`src/rtl/lpm_pkg.sv`:
```
package lpm_pkg;

  typedef enum logic [2:0] {
    MODE_ACT_HI   = 3'd0,
    MODE_ACT_MED  = 3'd1,
    MODE_SUBACT   = 3'd2,
    MODE_SLEEP    = 3'd3,
    MODE_SUBSLEEP = 3'd4,
    MODE_STANDBY  = 3'd5,
    MODE_WATCH    = 3'd6
  } lpm_mode_e;

  // Field positions inside the configuration register
  localparam int unsigned CFG_DIRECT_BIT = 0;
  localparam int unsigned CFG_MED_BIT    = 1;
  localparam int unsigned CFG_NF_BIT     = 2;
  localparam int unsigned CFG_SUB_LSB    = 3;
  localparam int unsigned CFG_SUB_W      = 2;
  localparam int unsigned CFG_USED_W     = CFG_SUB_LSB + CFG_SUB_W;

  typedef struct packed {
    logic [CFG_SUB_W-1:0] sub_sel;
    logic                 nf_fast;
    logic                 med;
    logic                 direct;
  } lpm_cfg_t;

endpackage

```
`src/rtl/lpm_cfg_reg.sv`:
```
module lpm_cfg_reg
  import lpm_pkg::*;
#(
  parameter int unsigned DATA_W = 8
) (
  input  logic              clk,
  input  logic              rst_n,
  input  logic              wr_en,
  input  logic [DATA_W-1:0] wdata,
  output lpm_cfg_t          cfg_o,
  output logic [DATA_W-1:0] rdata_o
);

  lpm_cfg_t cfg_q;
  lpm_cfg_t cfg_d;

  always_comb begin
    cfg_d = cfg_q;
    if (wr_en) begin
      cfg_d.direct  = wdata[CFG_DIRECT_BIT];
      cfg_d.med     = wdata[CFG_MED_BIT];
      cfg_d.nf_fast = wdata[CFG_NF_BIT];
      cfg_d.sub_sel = wdata[CFG_SUB_LSB +: CFG_SUB_W];
    end
  end

  always_ff @(posedge clk or negedge rst_n) begin
    if (!rst_n) begin
      cfg_q <= '0;
    end else if (wr_en) begin
      cfg_q <= cfg_d;
    end
  end

  // Unused upper bits read as ones, divider select is write-only
  always_comb begin
    rdata_o                          = '0;
    rdata_o[DATA_W-1:CFG_USED_W]     = '1;
    rdata_o[CFG_DIRECT_BIT]          = cfg_q.direct;
    rdata_o[CFG_MED_BIT]             = cfg_q.med;
    rdata_o[CFG_NF_BIT]              = cfg_q.nf_fast;
  end

  assign cfg_o = cfg_q;

endmodule

```
`src/rtl/lpm_clk_sel.sv`:
```
module lpm_clk_sel
  import lpm_pkg::*;
#(
  parameter int unsigned SUB_DW   = 4,
  parameter int unsigned NF_DW    = 5,
  parameter int unsigned SUB_SLOW = 8,
  parameter int unsigned SUB_MID  = 4,
  parameter int unsigned SUB_FAST = 2,
  parameter int unsigned NF_SLOW  = 16,
  parameter int unsigned NF_FAST  = 4
) (
  input  logic [CFG_SUB_W-1:0] sub_sel,
  input  logic                 nf_fast,
  output logic [SUB_DW-1:0]    sub_div_o,
  output logic [NF_DW-1:0]     nf_div_o
);

  always_comb begin
    if (sub_sel[CFG_SUB_W-1]) begin
      sub_div_o = SUB_DW'(SUB_FAST);
    end else if (sub_sel[0]) begin
      sub_div_o = SUB_DW'(SUB_MID);
    end else begin
      sub_div_o = SUB_DW'(SUB_SLOW);
    end
  end

  always_comb begin
    nf_div_o = nf_fast ? NF_DW'(NF_FAST) : NF_DW'(NF_SLOW);
  end

endmodule

```
`src/rtl/lpm_mode_next.sv`:
```
module lpm_mode_next
  import lpm_pkg::*;
(
  input  lpm_mode_e cur_mode,
  input  logic      ret_med,
  input  lpm_cfg_t  cfg,
  input  logic      stby_en,
  input  logic      low_spd,
  input  logic      tmr_src,
  input  logic      sleep_req,
  input  logic      wake_req,
  output lpm_mode_e nxt_mode,
  output logic      nxt_ret_med
);

  logic      at_hi;
  lpm_mode_e wake_target;
  logic      sub_ok;

  always_comb begin
    at_hi       = (cur_mode == MODE_ACT_HI);
    sub_ok      = stby_en && tmr_src && low_spd;
    wake_target = low_spd ? MODE_SUBACT : (cfg.med ? MODE_ACT_MED : MODE_ACT_HI);
  end

  always_comb begin
    nxt_mode    = cur_mode;
    nxt_ret_med = ret_med;
    case (cur_mode)
      MODE_ACT_HI, MODE_ACT_MED: begin
        if (sleep_req) begin
          if (cfg.direct) begin
            if (!stby_en && !low_spd && (cfg.med == at_hi)) begin
              nxt_mode = at_hi ? MODE_ACT_MED : MODE_ACT_HI;
            end else if (sub_ok) begin
              nxt_mode = MODE_SUBACT;
            end
          end else if (!stby_en) begin
            nxt_mode    = MODE_SLEEP;
            nxt_ret_med = !at_hi;
          end else if (!tmr_src) begin
            nxt_mode = MODE_STANDBY;
          end else begin
            nxt_mode = MODE_WATCH;
          end
        end
      end
      MODE_SUBACT: begin
        if (sleep_req) begin
          if (cfg.direct) begin
            if (stby_en && tmr_src && !low_spd) begin
              nxt_mode = cfg.med ? MODE_ACT_MED : MODE_ACT_HI;
            end
          end else if (!stby_en) begin
            nxt_mode = MODE_SUBSLEEP;
          end else if (tmr_src) begin
            nxt_mode = MODE_WATCH;
          end
        end
      end
      MODE_SLEEP: begin
        if (wake_req) begin
          nxt_mode = ret_med ? MODE_ACT_MED : MODE_ACT_HI;
        end
      end
      MODE_SUBSLEEP: begin
        if (wake_req) begin
          nxt_mode = MODE_SUBACT;
        end
      end
      MODE_STANDBY, MODE_WATCH: begin
        if (wake_req) begin
          nxt_mode = wake_target;
        end
      end
      default: begin
        nxt_mode = MODE_ACT_HI;
      end
    endcase
  end

endmodule

```
`src/rtl/lpm_mode_ctrl.sv`:
```
module lpm_mode_ctrl
  import lpm_pkg::*;
#(
  parameter int unsigned DATA_W      = 8,
  parameter int unsigned SUB_DW      = 4,
  parameter int unsigned NF_DW       = 5,
  parameter int unsigned SYNC_STAGES = 2
) (
  input  logic              clk,
  input  logic              rst_n,
  input  logic              cfg_wr_en,
  input  logic [DATA_W-1:0] cfg_wdata,
  output logic [DATA_W-1:0] cfg_rdata,
  input  logic              stby_en,
  input  logic              low_spd,
  input  logic              tmr_src,
  input  logic              sleep_req,
  input  logic              wake_req,
  output logic [2:0]        mode_o,
  output logic [SUB_DW-1:0] sub_div_o,
  output logic [NF_DW-1:0]  nf_div_o
);

  logic [SYNC_STAGES-1:0] rst_sync_q;
  logic                   rst_int_n;

  always_ff @(posedge clk or negedge rst_n) begin
    if (!rst_n) begin
      rst_sync_q <= '0;
    end else begin
      rst_sync_q <= {rst_sync_q[SYNC_STAGES-2:0], 1'b1};
    end
  end

  assign rst_int_n = rst_sync_q[SYNC_STAGES-1];

  lpm_cfg_t  cfg;
  lpm_mode_e mode_q;
  lpm_mode_e mode_d;
  logic      ret_med_q;
  logic      ret_med_d;
  logic      mode_en;

  lpm_cfg_reg #(
    .DATA_W (DATA_W)
  ) u_cfg (
    .clk     (clk),
    .rst_n   (rst_int_n),
    .wr_en   (cfg_wr_en),
    .wdata   (cfg_wdata),
    .cfg_o   (cfg),
    .rdata_o (cfg_rdata)
  );

  lpm_mode_next u_next (
    .cur_mode    (mode_q),
    .ret_med     (ret_med_q),
    .cfg         (cfg),
    .stby_en     (stby_en),
    .low_spd     (low_spd),
    .tmr_src     (tmr_src),
    .sleep_req   (sleep_req),
    .wake_req    (wake_req),
    .nxt_mode    (mode_d),
    .nxt_ret_med (ret_med_d)
  );

  lpm_clk_sel #(
    .SUB_DW (SUB_DW),
    .NF_DW  (NF_DW)
  ) u_clk (
    .sub_sel   (cfg.sub_sel),
    .nf_fast   (cfg.nf_fast),
    .sub_div_o (sub_div_o),
    .nf_div_o  (nf_div_o)
  );

  always_comb begin
    mode_en = (mode_d != mode_q) || (ret_med_d != ret_med_q);
  end

  always_ff @(posedge clk or negedge rst_int_n) begin
    if (!rst_int_n) begin
      mode_q    <= MODE_ACT_HI;
      ret_med_q <= 1'b0;
    end else if (mode_en) begin
      mode_q    <= mode_d;
      ret_med_q <= ret_med_d;
    end
  end

  assign mode_o = mode_q;

endmodule

```
`config.mk`:
```
export PLATFORM = sky130hd
export DESIGN_NAME = lpm_mode_ctrl
export DESIGN_NICKNAME = d
export VERILOG_FILES = /design/src/rtl/lpm_pkg.sv /design/src/rtl/lpm_cfg_reg.sv /design/src/rtl/lpm_clk_sel.sv /design/src/rtl/lpm_mode_next.sv /design/src/rtl/lpm_mode_ctrl.sv
export SDC_FILE = /design/constraint.sdc
export NUM_CORES = 1
export LEC_CHECK = 0
export ABC_AREA = 1
export ABC_CLOCK_PERIOD_IN_PS = 800
export BUFFER_PORTS_ARGS = -buffer_cell sky130_fd_sc_hd__buf_4
export CAP_MARGIN = 15
export CELL_PAD_IN_SITES_DETAIL_PLACEMENT = 1
export CELL_PAD_IN_SITES_GLOBAL_PLACEMENT = 1
export CORE_ASPECT_RATIO = 0.6
export CORE_MARGIN = 2
export CORE_UTILIZATION = 30
export CTS_BUF_LIST = sky130_fd_sc_hd__clkbuf_2
export CTS_CLUSTER_SIZE = 16
export DETAILED_ROUTE_END_ITERATION = 8
export PLACE_DENSITY = 0.83
export SETUP_SLACK_MARGIN = 0.1
export SLEW_MARGIN = 20
export SYNTH_ARGS = -nofsm -noshare
export SYNTH_HDL_FRONTEND = slang
export SYNTH_SLANG_ARGS = --single-unit
```
`constraint.sdc`:
```
create_clock -name clk -period 0.8 [get_ports clk]
set_input_delay 0.04 -clock clk [delete_from_list [all_inputs] [get_ports clk]]
set_output_delay 0.04 -clock clk [all_outputs]
set_load 0.05 [all_outputs]
```
[Word level (Yosys, flattened, before mapping)]
Index checks and enable logic that the tools add are counted.
Storage, ports and cells
  bits of input ports: 16
  output and inout port bits: 20
  word-level logic and storage cells: 54
  flip-flop bits (word level): 11
Cells by class
  reductions and logical operators: 12
  equal/unequal tests: 9
  muxes and demuxes: 26
Operator list (number)
  two-way mux 3 bit: 13
  case mux 3 bit (5 select lines): 1
  == test 3 bit, second input constant: 3
  two-way mux 4 bit: 2
  two-way mux 1 bit: 7
  == test 3 x 2 -> 1 bit, second input constant: 2
  logical AND 1 bit: 5
  two-way mux 5 bit: 1
  two-way mux 2 bit: 2
  OR reduction 2 bit: 2
  == test 3 x 1 -> 1 bit, second input constant: 1
  logical NOT 1 bit: 3
  logical NOT 3 bit: 1
  inequality test 3 bit: 1
  == test 1 bit: 1
  logical OR 1 bit: 1
  inequality test 1 bit: 1

[Longest topological paths before layout]
  word-level depth: 9
  depth in mapped cells: 9

[Cells and area by module]
A second synthesis with hierarchy kept.
Second synthesis, totals
  cell total of the unflattened synthesis: 116
  area total of the unflattened synthesis: 785.8 µm²
Modules (own cells, without submodules)
  lpm_mode_next: times used 1, sequential area each 0.0 µm², area an instance 297.8 µm², cells an instance 63
  lpm_cfg_reg: times used 1, sequential area each 125.1 µm², area an instance 252.7 µm², cells an instance 31
  lpm_mode_ctrl: times used 1, sequential area each 150.1 µm², area an instance 168.9 µm², cells an instance 11
  lpm_clk_sel: times used 1, sequential area each 0.0 µm², area an instance 66.3 µm², cells an instance 11

[Least setup slack after synthesis]
Ideal clock, no wire load.
  path kind: reg2reg
  from: reg mode_q[0] (netlist: mode_o[0])
  to: reg mode_q[0] (netlist: mode_o[0])
  cell stages (with the launch flop): 7
  setup time: 0.119 ns
  data required time: 0.681 ns
  setup slack: -0.591 ns
  arrival time: 1.272 ns
  clock period less this slack: 1.391 ns
  path through: dfrtp_1 -> nand2_1 -> nand2_1 -> nor2_1 -> a31o_1 -> o21ai_1 -> nand2_1
On the way
  word-level cells in the longest chain between the ends: 9
  elaborated cells between the ends (all ways): 33
  classes of those cells: 9 x eq/ne; 18 x mux; 6 x reduce/logical
Ends and longest elaborated chain
  from (decl): RTL line lpm_mode_ctrl.sv:38  | lpm_mode_e mode_q;
  from (signal assigned): RTL line lpm_mode_ctrl.sv:87  | mode_q <= mode_d;
  logical NOT 3 bit: RTL line lpm_mode_next.sv:21, lpm_mode_next.sv:29
  == test 1 bit: RTL line lpm_mode_next.sv:33  | if (!stby_en && !low_spd && (cfg.med == at_hi)) begin
  logical AND 1 bit: RTL line lpm_mode_next.sv:33
  two-way mux 3 bit: RTL line lpm_mode_next.sv:33
  two-way mux 3 bit: RTL line lpm_mode_next.sv:32  | if (cfg.direct) begin
  two-way mux 3 bit: RTL line lpm_mode_next.sv:31  | if (sleep_req) begin
  case mux 3 bit (5 select lines): RTL line lpm_mode_next.sv:29  | case (cur_mode)
  inequality test 3 bit: RTL line lpm_mode_ctrl.sv:79  | mode_en = (mode_d != mode_q) || (ret_med_d != ret_med_q);
  logical OR 1 bit: RTL line lpm_mode_ctrl.sv:79
Parallel ways exist; a longest one is shown, timed or not.
A chain may end at the register's enable or synchronous reset.

[Worst setup path in the final report]
  from: reg mode_q[1] (netlist: mode_o[1])
  to: reg mode_q[2] (netlist: mode_o[2])
Same word-level chain as after synthesis.

==> flow_metrics.tcl <==
set metrics [dict create \
    synth_fa_ha_area_share_pct 0 \
    synth_edf_count 0 \
    ir_worst_vdd_mv 0.771 \
    slowest_stage "dfrtp_2" \
    reg2reg_from "mode_o[1]" \
    max_freq_mhz 752 \
    utilization_pct 54.6 \
    required_ns 0.99 \
    startpoint_type "flip-flop" \
    cpPeakStageDelay_ns 0.50 \
    hold_violations 1 \
    synth_compound_area_share_pct 12.7 \
    skew_ns 0.00401 \
    crit_family "simple AND/OR/NAND/NOR gates" \
    syn2layout_area_growth_pct 75.9 \
    portBuffers 23 \
    final_cell_mix "buf_4, nand2_1, buf_6" \
    yosysWarnings 0 \
    die_x_um 69.3 \
    synth_top_family_by_area "simple AND/OR/NAND/NOR gates" \
    cts_made_buffers 3 \
    cts_buffer_depth 2 \
    dpl.hpwl_mm 1.92 \
    core_area_um2 2470 \
    grt_pass1_wl_mm 4.91 \
    grt_overflow 0 \
    cts_hold_buf 5 \
    ant_nets 0 \
    path_cells "nor2_4 > nand2_2 > nand2_2 > nand3_2 > nand3_1 > nand2_1 > nand3_1 > nand2_1" \
    period_share_pct 166 \
    path_class "flip-flop to flip-flop" \
    wl_mm 3.50 \
    min_path_type "input pin to flip-flop" \
    multiInputGateArea_um2 404 \
    dp_slack_ns -0.408 \
    start_util_pct 31.1 \
    yosysSeqAreaShare_pct 35.9 \
    fin_ws_ns -0.530 \
    synth_area_um2 767 \
    clock_latency_ns 0.29 \
    r2r_setup_slack_ns -0.53 \
    nets 180 \
    powerDensity_nw_per_um2 2900 \
    cts.sinks 11 \
    min-delay-start "cfg_wdata[4]" \
    hold_path_depth 2 \
    violations "negative hold slack, negative setup slack" \
    crit_arrival_ns 1.52 \
    antenna_found_initial 0 \
    cts.clk_slew.worst_paths_ns 0.14 \
    synth-xor-area-share_pct 0 \
    vias_per_cell 4.83 \
    max_cap_violations 0 \
    finalSetupViolCount 19 \
    ctsRootBufferMaster "clkbuf_2" \
    gp_congestion 0.821 \
    worst_setup_path_end_kind "flip-flop" \
    outcome "finished with violations" \
    whs_ns -0.0292 \
    async_flop_share_pct 100 \
    yosysUniqueCellTypes 21 \
    rsz0062_at_grt "yes" \
    synth_ff_type "dfrtp_1" \
    crit_fanout 6 \
    drt_first_pass_iters 4 \
    dieArea_um2 2990 \
    muxShareOfSynthArea_pct 1.47 \
    grt_max_degree 10 \
    wl_per_cell_um 17.9 \
    n_fill_cell 316 \
    layout_commonest_cell "buf_4" \
    grt_util_all_layers_pct 22.1 \
    yosys.area_share.simple_pct 27.4 \
    cts_tree "done" \
    crit_buf_inv 0 \
    die_h_um 43.2 \
    diodes 0 \
    drc 0 \
    htreeDepth 1 \
    drive_gt1_share_pct 49.7 \
    route.vias.total 942 \
    rr_worst_depth 8 \
    synth_area_per_cell_um2 6.97 \
    fin_crit_ns 1.33 \
    power.total_uw 3920 \
    first_iter_violations 33 \
    hold_end "u_cfg.cfg_o[4]" \
    regToRegEndpoint "mode_o[2]" \
    ioPinCount 36 \
    regArea_um2 283 \
    grt_pass1_vias 976 \
    leakage_uw 0.000683 \
    synthCells 110 \
    rows 14 \
    drv_slew 0 \
    ys_ff_latch 11 \
]
## cells in the mapped netlist (2+ instances only)
| cell type | instances | share of area (%) |
|---|---|---|
| inv_2 | 2 | 0.98 |
| nand3_1 | 8 | 5.2 |
| buf_4 | 14 | 14 |
| o21ai_0 | 4 | 2.6 |
| inv_1 | 13 | 6.4 |
| o21ai_1 | 3 | 2.0 |
| nor2_2 | 2 | 1.6 |
| a21oi_1 | 8 | 5.2 |
| nand2_2 | 2 | 1.6 |
| dfrtp_1 | 11 | 36 |
| conb_1 | 2 | 0.98 |
| nand2_1 | 26 | 13 |
| nor2_1 | 7 | 3.4 |
## report_power, final
part / switching, uW / internal [uW]
Clock: 245 / 132
Sequential: 209 / 690
Combinational: 1450 / 1190
## state kept, by name, summed over array words and instances (netlist names)
name and flops:
rst_sync_q 2, u_cfg.cfg_o 5, ret_med_q 1, mode_o 3
## layout make-up
| type | instances | share of cell area [%] |
|---|---|---|
| flip-flops and latches | 11 | 21.0 |
| well taps | 32 | 2.97 |
| multi-input cells | 77 | 30.0 |
| clock buffers | 4 | 1.48 |
| inverters | 15 | 4.45 |
| repair buffers | 56 | 40.2 |
## cell families after synthesis
logic type / count (synthesis)
mux: 1
buf+inv: 30
simple gates: 48
other cells: 2
compound gates: 18
flops: 11
## per-stage QoR
| step | std cells | TNS (ns) | hold WS [ns] | instance area (um^2) |
|---|---|---|---|---|
| 6_report | 195 | -5.46 | -0.0292 | 1350 |
| 2_1_floorplan | 118 | -1.71 | -0.256 | 826 |
| 3_3_place_gp | 175 | -1.44 | -0.178 | 1060 |
| 4_1_cts | 191 | -4.68 | -0.0183 | 1280 |
| 3_5_place_dp | 175 | -1.81 | -0.176 | 1060 |
| 5_1_grt | 195 | -6.20 | -0.0283 | 1350 |
## metal layers
metal	global-route usage [%]	vias to the layer above	part of all wire, %
li1	-	433	-
met1	26.8	471	43
met2	39.2	28	51
met3	3.09	10	3.5
met4	10.6	0	2.7
met5	0	-	0
## worst max-delay path by stage
| stage | end | start | slack (ns) | cells past startpoint |
|---|---|---|---|---|
| global placement | mode_o[0] | mode_o[1] | -0.35 | 8 |
| floorplan | mode_o[0] | mode_o[1] | -0.41 | 8 |
| finish | mode_o[2] | mode_o[1] | -0.53 | 8 |
| global route | mode_o[0] | mode_o[1] | -0.59 | 9 |
| detailed placement | mode_o[0] | mode_o[1] | -0.41 | 9 |
| CTS | mode_o[1] | mode_o[1] | -0.44 | 6 |
## timing repair
| item | CTS | global route |
|---|---|---|
| pin swaps | 3 | 3 |
| setup buffers | 7 | 6 |
| endpoints found under the setup margin | 20 | 20 |
| endpoints found under the hold margin | 7 | 1 |
| resized for setup | 34 | 12 |
(Power assumes the default switching activity.)
